File: config.mk
export PLATFORM = sky130hd
export DESIGN_NAME = mbox_hub
export DESIGN_NICKNAME = d
export VERILOG_FILES = /design/src/rtl/mbox_pkg.sv /design/src/rtl/mbox_decode.sv /design/src/rtl/mbox_fifo.sv /design/src/rtl/mbox_irq_user.sv /design/src/rtl/mbox_hub.sv
export SDC_FILE = /design/constraint.sdc
export NUM_CORES = 1
export LEC_CHECK = 0
export BUFFER_PORTS_ARGS = -buffer_cell sky130_fd_sc_hd__buf_2
export CAP_MARGIN = 10
export CORE_MARGIN = 2
export CORE_UTILIZATION = 55
export CTS_CLUSTER_DIAMETER = 200
export DETAILED_ROUTE_END_ITERATION = 6
export PLACE_DENSITY = 0.71
export SLEW_MARGIN = 20
export SYNTH_ARGS = -nofsm -noshare
export SYNTH_HDL_FRONTEND = slang
export SYNTH_HIERARCHICAL = 1
export SYNTH_SLANG_ARGS = --single-unit
File: constraint.sdc
create_clock -name clk -period 4.1 [get_ports clk]
set_input_delay 0.615 -clock clk [delete_from_list [all_inputs] [get_ports clk]]
set_output_delay 0.615 -clock clk [all_outputs]
set_load 0.01 [all_outputs]
File: src/rtl/mbox_pkg.sv
// Package: shared constants for the mailbox unit.
// Word offsets (byte offset / 4) of each register region and the
// writable mask of the configuration register.
package mbox_pkg;

    localparam int W_REV  = 0;   // revision constant
    localparam int W_CFG  = 4;   // configuration register
    localparam int W_SYS  = 5;   // reset-done status
    localparam int W_MSG  = 16;  // first message register
    localparam int W_FST  = 32;  // first full-flag register
    localparam int W_MST  = 48;  // first word-count register
    localparam int W_IRQ  = 64;  // first event-status register

    localparam logic [31:0] CFG_MASK = 32'h0000_0019;

endpackage

File: src/rtl/mbox_decode.sv
// Module: mbox_decode
// Turns a byte offset into one-hot hit lines for each register.
// Assumes: offsets with bits [1:0] non-zero select nothing; mailbox
// count is at most 16 and user count at most 16 so regions stay apart.
module mbox_decode
    import mbox_pkg::*;
#(
    parameter int N_BOX  = 6,
    parameter int N_USER = 4,
    parameter int ADDR_W = 9
) (
    input  logic [ADDR_W-1:0] addr,
    output logic [N_BOX-1:0]  msg_hit,
    output logic [N_BOX-1:0]  fst_hit,
    output logic [N_BOX-1:0]  mst_hit,
    output logic [N_USER-1:0] ist_hit,
    output logic [N_USER-1:0] ien_hit,
    output logic              rev_hit,
    output logic              cfg_hit,
    output logic              sys_hit
);

    localparam int WW = ADDR_W - 2;

    logic          aligned;
    logic [WW-1:0] word;
    int            word_i;

    assign aligned = (addr[1:0] == 2'b00);
    assign word    = addr[ADDR_W-1:2];
    assign word_i  = int'(word);

    // fixed single registers
    assign rev_hit = aligned && (word_i == W_REV);
    assign cfg_hit = aligned && (word_i == W_CFG);
    assign sys_hit = aligned && (word_i == W_SYS);

    // per-mailbox registers
    for (genvar m = 0; m < N_BOX; m++) begin : g_box
        assign msg_hit[m] = aligned && (word_i == W_MSG + m);
        assign fst_hit[m] = aligned && (word_i == W_FST + m);
        assign mst_hit[m] = aligned && (word_i == W_MST + m);
    end

    // per-user status / enable pairs
    for (genvar u = 0; u < N_USER; u++) begin : g_user
        assign ist_hit[u] = aligned && (word_i == W_IRQ + 2*u);
        assign ien_hit[u] = aligned && (word_i == W_IRQ + 2*u + 1);
    end

endmodule

File: src/rtl/mbox_fifo.sv
// Module: mbox_fifo
// One mailbox queue: a circular buffer with a word count.
// Pushes when full and pops when empty are refused and reported
// through push_ok / pop_ok. Head reads zero while empty.
// Assumes: DEPTH >= 2.
module mbox_fifo #(
    parameter int DATA_W = 32,
    parameter int DEPTH  = 4
) (
    input  logic                              clk,
    input  logic                              rst_n,
    input  logic                              push,
    input  logic                              pop,
    input  logic [DATA_W-1:0]                 wdata,
    output logic [DATA_W-1:0]                 head,
    output logic [$clog2(DEPTH+1)-1:0]        count,
    output logic                              full,
    output logic                              push_ok,
    output logic                              pop_ok
);

    localparam int PTR_W = $clog2(DEPTH);
    localparam int CNT_W = $clog2(DEPTH+1);

    logic [DATA_W-1:0] mem [DEPTH];
    logic [PTR_W-1:0]  wr_ptr;
    logic [PTR_W-1:0]  rd_ptr;
    logic [CNT_W-1:0]  cnt_q;
    logic              empty;

    assign empty   = (cnt_q == '0);
    assign full    = (cnt_q == CNT_W'(DEPTH));
    assign push_ok = push && !full;
    assign pop_ok  = pop && !empty;
    assign head    = empty ? '0 : mem[rd_ptr];
    assign count   = cnt_q;

    // storage write on accepted push
    always_ff @(posedge clk) begin
        if (push_ok) begin
            mem[wr_ptr] <= wdata;
        end
    end

    // write pointer advance with wrap
    always_ff @(posedge clk) begin
        if (!rst_n) begin
            wr_ptr <= '0;
        end else if (push_ok) begin
            wr_ptr <= (wr_ptr == PTR_W'(DEPTH-1)) ? '0 : wr_ptr + 1'b1;
        end
    end

    // read pointer advance with wrap
    always_ff @(posedge clk) begin
        if (!rst_n) begin
            rd_ptr <= '0;
        end else if (pop_ok) begin
            rd_ptr <= (rd_ptr == PTR_W'(DEPTH-1)) ? '0 : rd_ptr + 1'b1;
        end
    end

    // occupancy count
    always_ff @(posedge clk) begin
        if (!rst_n) begin
            cnt_q <= '0;
        end else begin
            case ({push_ok, pop_ok})
                2'b10:   cnt_q <= cnt_q + 1'b1;
                2'b01:   cnt_q <= cnt_q - 1'b1;
                default: cnt_q <= cnt_q;
            endcase
        end
    end

endmodule

File: src/rtl/mbox_irq_user.sv
// Module: mbox_irq_user
// Event status and enable for one interrupt user, plus its line.
// Status bits are set by event pulses and cleared by write-one.
// A set and a clear in the same cycle leave the bit set.
module mbox_irq_user #(
    parameter int EV_W = 12
) (
    input  logic            clk,
    input  logic            rst_n,
    input  logic [EV_W-1:0] set_ev,
    input  logic            st_we,
    input  logic            en_we,
    input  logic [EV_W-1:0] wdata,
    output logic [EV_W-1:0] status,
    output logic [EV_W-1:0] enable,
    output logic            irq
);

    logic [EV_W-1:0] clr_mask;

    assign clr_mask = st_we ? wdata : '0;
    assign irq      = |(status & enable);

    // sticky status: clear by write-one, set by event (set wins)
    always_ff @(posedge clk) begin
        if (!rst_n) begin
            status <= '0;
        end else begin
            status <= (status & ~clr_mask) | set_ev;
        end
    end

    // plain read/write enable mask
    always_ff @(posedge clk) begin
        if (!rst_n) begin
            enable <= '0;
        end else if (en_we) begin
            enable <= wdata;
        end
    end

endmodule

File: src/rtl/mbox_hub.sv
// Module: mbox_hub (top)
// Mailbox unit: N_BOX message FIFOs and N_USER interrupt users
// behind a single-cycle register bus. Reads are combinational; a
// read of a message register pops at the clock edge ending the access.
// Assumes: the bus never asserts bus_rd and bus_wr in the same cycle;
// DATA_W >= 2*N_BOX and DATA_W >= 5.
module mbox_hub
    import mbox_pkg::*;
#(
    parameter int          N_BOX  = 6,
    parameter int          N_USER = 4,
    parameter int          DEPTH  = 4,
    parameter int          DATA_W = 32,
    parameter int          ADDR_W = 9,
    parameter logic [31:0] REV_ID = 32'h0000_0020
) (
    input  logic              clk,
    input  logic              rst_n,
    input  logic              bus_rd,
    input  logic              bus_wr,
    input  logic [ADDR_W-1:0] bus_addr,
    input  logic [DATA_W-1:0] bus_wdata,
    output logic [DATA_W-1:0] bus_rdata,
    output logic [N_USER-1:0] irq_out
);

    localparam int EV_W  = 2 * N_BOX;
    localparam int CNT_W = $clog2(DEPTH+1);

    logic [N_BOX-1:0]             msg_hit;
    logic [N_BOX-1:0]             fst_hit;
    logic [N_BOX-1:0]             mst_hit;
    logic [N_USER-1:0]            ist_hit;
    logic [N_USER-1:0]            ien_hit;
    logic                         rev_hit;
    logic                         cfg_hit;
    logic                         sys_hit;

    logic [N_BOX-1:0][DATA_W-1:0] head_all;
    logic [N_BOX-1:0][CNT_W-1:0]  cnt_all;
    logic [N_BOX-1:0]             full_v;
    logic [N_BOX-1:0]             push_ok;
    logic [N_BOX-1:0]             pop_ok;
    logic [EV_W-1:0]              events;

    logic [N_USER-1:0][EV_W-1:0]  st_all;
    logic [N_USER-1:0][EV_W-1:0]  en_all;

    logic [DATA_W-1:0]            cfg_q;
    logic                         done_q;

    mbox_decode #(
        .N_BOX  (N_BOX),
        .N_USER (N_USER),
        .ADDR_W (ADDR_W)
    ) u_dec (
        .addr    (bus_addr),
        .msg_hit (msg_hit),
        .fst_hit (fst_hit),
        .mst_hit (mst_hit),
        .ist_hit (ist_hit),
        .ien_hit (ien_hit),
        .rev_hit (rev_hit),
        .cfg_hit (cfg_hit),
        .sys_hit (sys_hit)
    );

    // one FIFO per mailbox; its accept pulses become events
    for (genvar m = 0; m < N_BOX; m++) begin : g_box
        mbox_fifo #(
            .DATA_W (DATA_W),
            .DEPTH  (DEPTH)
        ) u_fifo (
            .clk     (clk),
            .rst_n   (rst_n),
            .push    (bus_wr && msg_hit[m]),
            .pop     (bus_rd && msg_hit[m]),
            .wdata   (bus_wdata),
            .head    (head_all[m]),
            .count   (cnt_all[m]),
            .full    (full_v[m]),
            .push_ok (push_ok[m]),
            .pop_ok  (pop_ok[m])
        );
        assign events[2*m]   = push_ok[m];
        assign events[2*m+1] = pop_ok[m];
    end

    // one status/enable pair and line per interrupt user
    for (genvar u = 0; u < N_USER; u++) begin : g_user
        mbox_irq_user #(
            .EV_W (EV_W)
        ) u_irq (
            .clk    (clk),
            .rst_n  (rst_n),
            .set_ev (events),
            .st_we  (bus_wr && ist_hit[u]),
            .en_we  (bus_wr && ien_hit[u]),
            .wdata  (bus_wdata[EV_W-1:0]),
            .status (st_all[u]),
            .enable (en_all[u]),
            .irq    (irq_out[u])
        );
    end

    // configuration register, writable bits only
    always_ff @(posedge clk) begin
        if (!rst_n) begin
            cfg_q <= '0;
        end else if (bus_wr && cfg_hit) begin
            cfg_q <= bus_wdata & DATA_W'(CFG_MASK);
        end
    end

    // reset-done flag, set on the first clock after reset
    always_ff @(posedge clk) begin
        if (!rst_n) begin
            done_q <= 1'b0;
        end else begin
            done_q <= 1'b1;
        end
    end

    // read data multiplexer (OR of one-hot selected sources)
    always_comb begin
        bus_rdata = '0;
        if (rev_hit) bus_rdata = bus_rdata | DATA_W'(REV_ID);
        if (cfg_hit) bus_rdata = bus_rdata | cfg_q;
        if (sys_hit) bus_rdata = bus_rdata | DATA_W'(done_q);
        for (int m = 0; m < N_BOX; m++) begin
            if (msg_hit[m]) bus_rdata = bus_rdata | head_all[m];
            if (fst_hit[m]) bus_rdata = bus_rdata | DATA_W'(full_v[m]);
            if (mst_hit[m]) bus_rdata = bus_rdata | DATA_W'(cnt_all[m]);
        end
        for (int u = 0; u < N_USER; u++) begin
            if (ist_hit[u]) bus_rdata = bus_rdata | DATA_W'(st_all[u]);
            if (ien_hit[u]) bus_rdata = bus_rdata | DATA_W'(en_all[u]);
        end
    end

endmodule

* Yosys cells after proc, flatten, opt, wreduce, memory -nomap -nowiden
Memory sizes are Yosys's and may differ from the RTL's. A register that Yosys moved wholly into a read port is not among the register bits. Index checks and enable logic that the tools add are counted. W data, S select, Z words.
Cells by class: add/sub/neg operators 24, eq/ne operators 58, mux-type cells 82, bitwise logic cells 44, reductions and logical operators 92
Operators with widths (number):
- $mux W32 | 34
- $or A32 B12 Y32 | 8
- $or A32 B1 Y32 | 7
- $or A32 B3 Y32 | 6
- $or A32 B32 Y32 | 6
- $eq A7 B7 Y1 const B | 20
- $and A12 B12 Y12 | 8
- $logic_and A1 B1 Y1 | 62
- $mux W12 | 4
- $mux W2 | 24
- $not A12 Y12 | 4
- $or A12 B12 Y12 | 4
- $reduce_or A12 Y1 | 4
- $eq A7 B6 Y1 const B | 6
- $eq A2 B2 Y1 const B | 18
- $pmux W3 S2 | 6
- $logic_not A32 Y1 | 1
- $or A32 B5 Y32 | 1
- $add A2 B1 Y2 const B | 12
- $add A3 B1 Y3 const B | 6
- $eq A3 B3 Y1 const B | 6
- $logic_not A3 Y1 | 6
- $sub A3 B1 Y3 const B | 6
- $eq A7 B4 Y1 const B | 2
- 6 further kinds | 39
Storage, ports and cells: flip-flop bits (word level) 142, bits in writable memories 768, bits of input ports 45, logic and storage cells 334, memories kept 6
Memories:
- g_box[0].u_fifo.mem | depth 4, bits a word 32, read ports 1, clocked after Yosys merged registers in 1, write ports 1, RTL line mbox_fifo.sv:25 | logic [DATA_W-1:0] mem [DEPTH];
- g_box[1].u_fifo.mem | depth 4, bits a word 32, read ports 1, clocked after Yosys merged registers in 1, write ports 1, RTL line mbox_fifo.sv:25
- g_box[2].u_fifo.mem | depth 4, bits a word 32, read ports 1, clocked after Yosys merged registers in 1, write ports 1, RTL line mbox_fifo.sv:25
- g_box[3].u_fifo.mem | depth 4, bits a word 32, read ports 1, clocked after Yosys merged registers in 1, write ports 1, RTL line mbox_fifo.sv:25
- g_box[4].u_fifo.mem | depth 4, bits a word 32, read ports 1, clocked after Yosys merged registers in 1, write ports 1, RTL line mbox_fifo.sv:25
- g_box[5].u_fifo.mem | depth 4, bits a word 32, read ports 1, clocked after Yosys merged registers in 1, write ports 1, RTL line mbox_fifo.sv:25

* Depth between registers and ports, before layout
depth after elaboration 59, mapped depth 17, mapped depth without buffers 11

* Cells and area by module
The synthesis kept the hierarchy.
By module, submodules not included:
- mbox_fifo | instances 6, cells each 258, area each 5372.7 um2
- mbox_irq_user | instances 4, cells each 95, area each 937.1 um2
- mbox_hub | instances 1, cells each 269, area each 1931.9 um2
- mbox_decode | instances 1, cells each 52, area each 454.2 um2

* Worst setup path after synthesis
Ideal clock, no wire load.
kind input port to flip-flop, start input port bus_addr[2], end memory g_box[3].u_fifo.mem[0][0] (enable), arrival time 3.197 ns, required time 3.708 ns, slack 0.511 ns, stages 10, cells stage by stage buf_6 > or3b_1 > buf_6 > nor3_2 > buf_2 > buf_2 > and2_1 > nor2b_1 > buf_2 > and2_1
On the way: word-level cells in the longest chain between the ends 6
Ends and longest elaborated chain:
- start, declared | RTL line mbox_hub.sv:21 | input logic [ADDR_W-1:0] bus_addr,
- $eq A7 B6 Y1 | RTL line mbox_decode.sv:40 | assign msg_hit[m] = aligned && (word_i == W_MSG + m);
- $logic_and A1 B1 Y1 | RTL line mbox_decode.sv:40
- via msg_hit[3] | RTL line mbox_hub.sv:30 | logic [N_BOX-1:0] msg_hit;
- $logic_and A1 B1 Y1 | RTL line mbox_hub.sv:76 | .push (bus_wr && msg_hit[m]),
- $logic_and A1 B1 Y1 | RTL line mbox_fifo.sv:33 | assign push_ok = push && !full;
- via events[6] | RTL line mbox_hub.sv:44 | logic [EV_W-1:0] events;
- $mux W1 | RTL line mbox_fifo.sv:40 | if (push_ok) begin
- $mux W1 (implied by the code) | RTL line mbox_fifo.sv:41 | mem[wr_ptr] <= wdata;
- end, declared | RTL line mbox_fifo.sv:25
The timed path passes the listed nets, and every way through them passes these cells.

==> qor.txt <==
Post-Route Skew = 0.0490 ns
Final setup violation count = 0
Critical path launch point type = flip-flop
Nets = 2483
Core Rows = 96
Reg2Reg Depth = 10
Slew HR = 34.3%
Setup TNS = 0 ns
Die span in x = 268 microns
WHS = 0.394 ns
Initial Utilization = 55.8%
Sequential cell area = 26200 sq um
# clock sinks = 922
Final hold vios = 0
Placed cell area = 40000 sq um
Routed met2 length = 49400 microns
Worst vdd ir = 417 uV
Critical path endpoint category = output port
CTS tree = yes
Cell area after synthesis = 38400 sq um
GR Overflow Total = 0
CTS Buf Count = 93
DRT iter0 DRCs = 2760
Total GRT Usage = 29.5%
Top routing layer used = met4
Slew Limit Fails = 0
Reg-to-reg slack, setup = 1.40 ns
Commonest non-fill, non-tap cells in the layout = edfxtp_1, nor2b_1, mux4_2
Syn_nets = 2336
Leak = 0.0138 uW
DR vias/cell = 6.41
Die Height = 268 microns
Syn. warnings = 6
Area of the multi-input gates = 11200 sq um
RSZ-0062 raised after global routing = no
Post-synthesis sequential area ratio = 68.1%
Most common cell after layout, fill and taps aside = edfxtp_1
DRC viols = 0
Max frequency = 0.256 GHz
Share of cells above drive strength 1 = 22.7%
WP data required = 3.48 ns
Antenna Violating Nets Remaining = 0
Routed WL = 104000 microns
Area grow syn2layout = 12.5%
RePlAce Congestion = 0.968
Final HPWL DP = 65400 microns
Final instance area = 43200 sq um
HP Class = input pin to flip-flop
Vias after detailed routing = 21850
Worst slew pin tran = 0.986 ns
Total die area = 71900 sq um
Pwr/cell area = 438 nW/um^2
H-Tree Depth = 3
I/O Pins = 81
#FFs+latches synth = 922
Routed length per instance = 30.4 microns
Clk Latency, worst-skew pair = 0.67 ns
DRT met1 WL = 40900 microns
Setup CP Type = flip-flop to output port
CTS max path bufs = 3
CP arrival = 3.29 ns
Final worst-path setup slack = 0.193 ns
Crit share post-route = 95.3%
Post-synth EDFFs = 768
Dominant synthesized flop cell = edfxtp_1
Hold path cells = 1
Status = complete, no violations
Fill cells = 4869
Port-buffer cells = 80
First-pass DRT Iterations = 6
Initial antenna violation count = 3
CTS clk-pin slew, worst paths = 0.06 ns
Global-route wire length before repair = 151000 microns
Largest net degree at the start of global routing = 94
Total core area = 68800 sq um
Async S/R FF share, synth = 0%
Max Cap Violations = 0
Min cycle time layout = 3.91 ns
CP max FO = 11
Synth Area per Inst = 17.1 sq um
Netlist cell types = 46
Routed met3 length = 9340 microns
Vias in the first global route = 21841
Postcts setup bufs = 0
Mapped Cells = 2249
Pre-CTS setup slack = 0.430 ns
Clock root cell = clkbuf_16
-- sequential cells by signal (all words and copies together), names as in the netlist, named ones only --
name / flops
cfg_q: 3
g_user.u_irq/enable: 48
done_q: 1
g_user.u_irq/status: 48
g_box.u_fifo/rd_ptr: 12
g_box.u_fifo/wr_ptr: 12
g_box.u_fifo/count: 18
g_box.u_fifo/mem: 768
-- metal layers --
metal | track usage [%] | vias to the layer above
met1 | 41.4 | 11266
met5 | 0 | -
met4 | 11.6 | 0
met2 | 47.0 | 1276
met3 | 4.76 | 215
li1 | - | 9093
-- timing repair --
item,CTS,global route
setup endpoints to repair,0,2
hold buffers,0,0
resized for setup,0,1
-- final timing paths --
kind | from | endpoint
worst max register to register | g_box[0].u_fifo/count[2] | g_box[0].u_fifo/count[2]
worst min-delay path | bus_wdata[14] | g_box[0].u_fifo/mem[0][14]
worst min register to register | cfg_q[0] | cfg_q[0]
worst max-delay path | flip-flop | bus_rdata[24]
-- cells by family (layout without fill, tap and decap cells) --
kind of cell / count (synthesis) / in the layout / share of synthesized area [%]
XOR/XNOR: 12 / 12 / 0.274
flip-flops: 922 / 922 / 68.1
AO/OA/AOI/OAI: 268 / 268 / 5.04
adder cells (fa/ha/maj): 42 / 42 / 1.49
buffers and inverters: 172 / 399 / 3.00
other: 0 / 3 / 0
multiplexers: 252 / 252 / 13.0
AND/OR/NAND/NOR: 581 / 581 / 9.11
-- synthesized netlist by cell type, types with 9 or more instances --
master | number | area (sq um)
a21oi_1 | 49 | 245
a21boi_0 | 9 | 67.6
buf_2 | 51 | 255
mux4_2 | 180 | 4050
a22oi_1 | 108 | 811
nand4_1 | 14 | 87.6
nor3_2 | 19 | 190
dfxtp_1 | 154 | 3080
or3_1 | 9 | 56.3
clkbuf_1 | 40 | 150
and2_1 | 56 | 350
edfxtp_1 | 768 | 23100
buf_12 | 19 | 380
o21ai_0 | 24 | 120
nand3_1 | 39 | 195
buf_6 | 17 | 191
and2b_1 | 66 | 495
mux2i_1 | 60 | 601
ha_1 | 36 | 450
nor2b_1 | 228 | 1430
inv_1 | 43 | 161
a221oi_1 | 36 | 315
a22o_1 | 31 | 272
mux4_1 | 12 | 315
nand2_1 | 100 | 375
nor2_1 | 13 | 48.8
nor3_1 | 10 | 50.1
-- where the power goes --
| part | total [uW] | internal, uW | switching (uW) |
|---|---|---|---|
| sequential | 10100 | 10100 | 1.34 |
| clock | 8510 | 4910 | 3600 |
| combinational | 255 | 43.1 | 212 |
| total | 18900 | 15100 | 3820 |
-- critical path: stages (launching register included) --
cell and delay, ns:
dfxtp_2 0.57, buf_4 0.28, buf_4 0.28, mux4_2 0.55, nor2b_1 0.15, a22oi_1 0.35, nand3_1 0.24, buf_2 0.20
-- per-stage QoR --
| stage | utilization (%) | power [uW] | std cells |
|---|---|---|---|
| after global placement | 58.2 | 10600 | 3232 |
| after detailed placement | 58.2 | 10600 | 3232 |
| after CTS | 62.7 | 19000 | 3407 |
| after floorplan | - | 10400 | 2249 |
| final | 62.7 | 18900 | 3410 |
| after global routing | 62.7 | 19400 | 3409 |
-- final cells by class --
| class | instances | area share (%) |
|---|---|---|
| clock buffers | 118 | 5.78 |
| multi-input cells | 1155 | 25.9 |
| well taps | 931 | 2.70 |
| clock inverters | 57 | 1.41 |
| flip-flops and latches | 922 | 60.6 |
| repair buffers | 181 | 3.18 |
| diodes | 3 | 0.0174 |
| inverters | 43 | 0.374 |
Note: power is estimated with default switching activity, not from simulation.
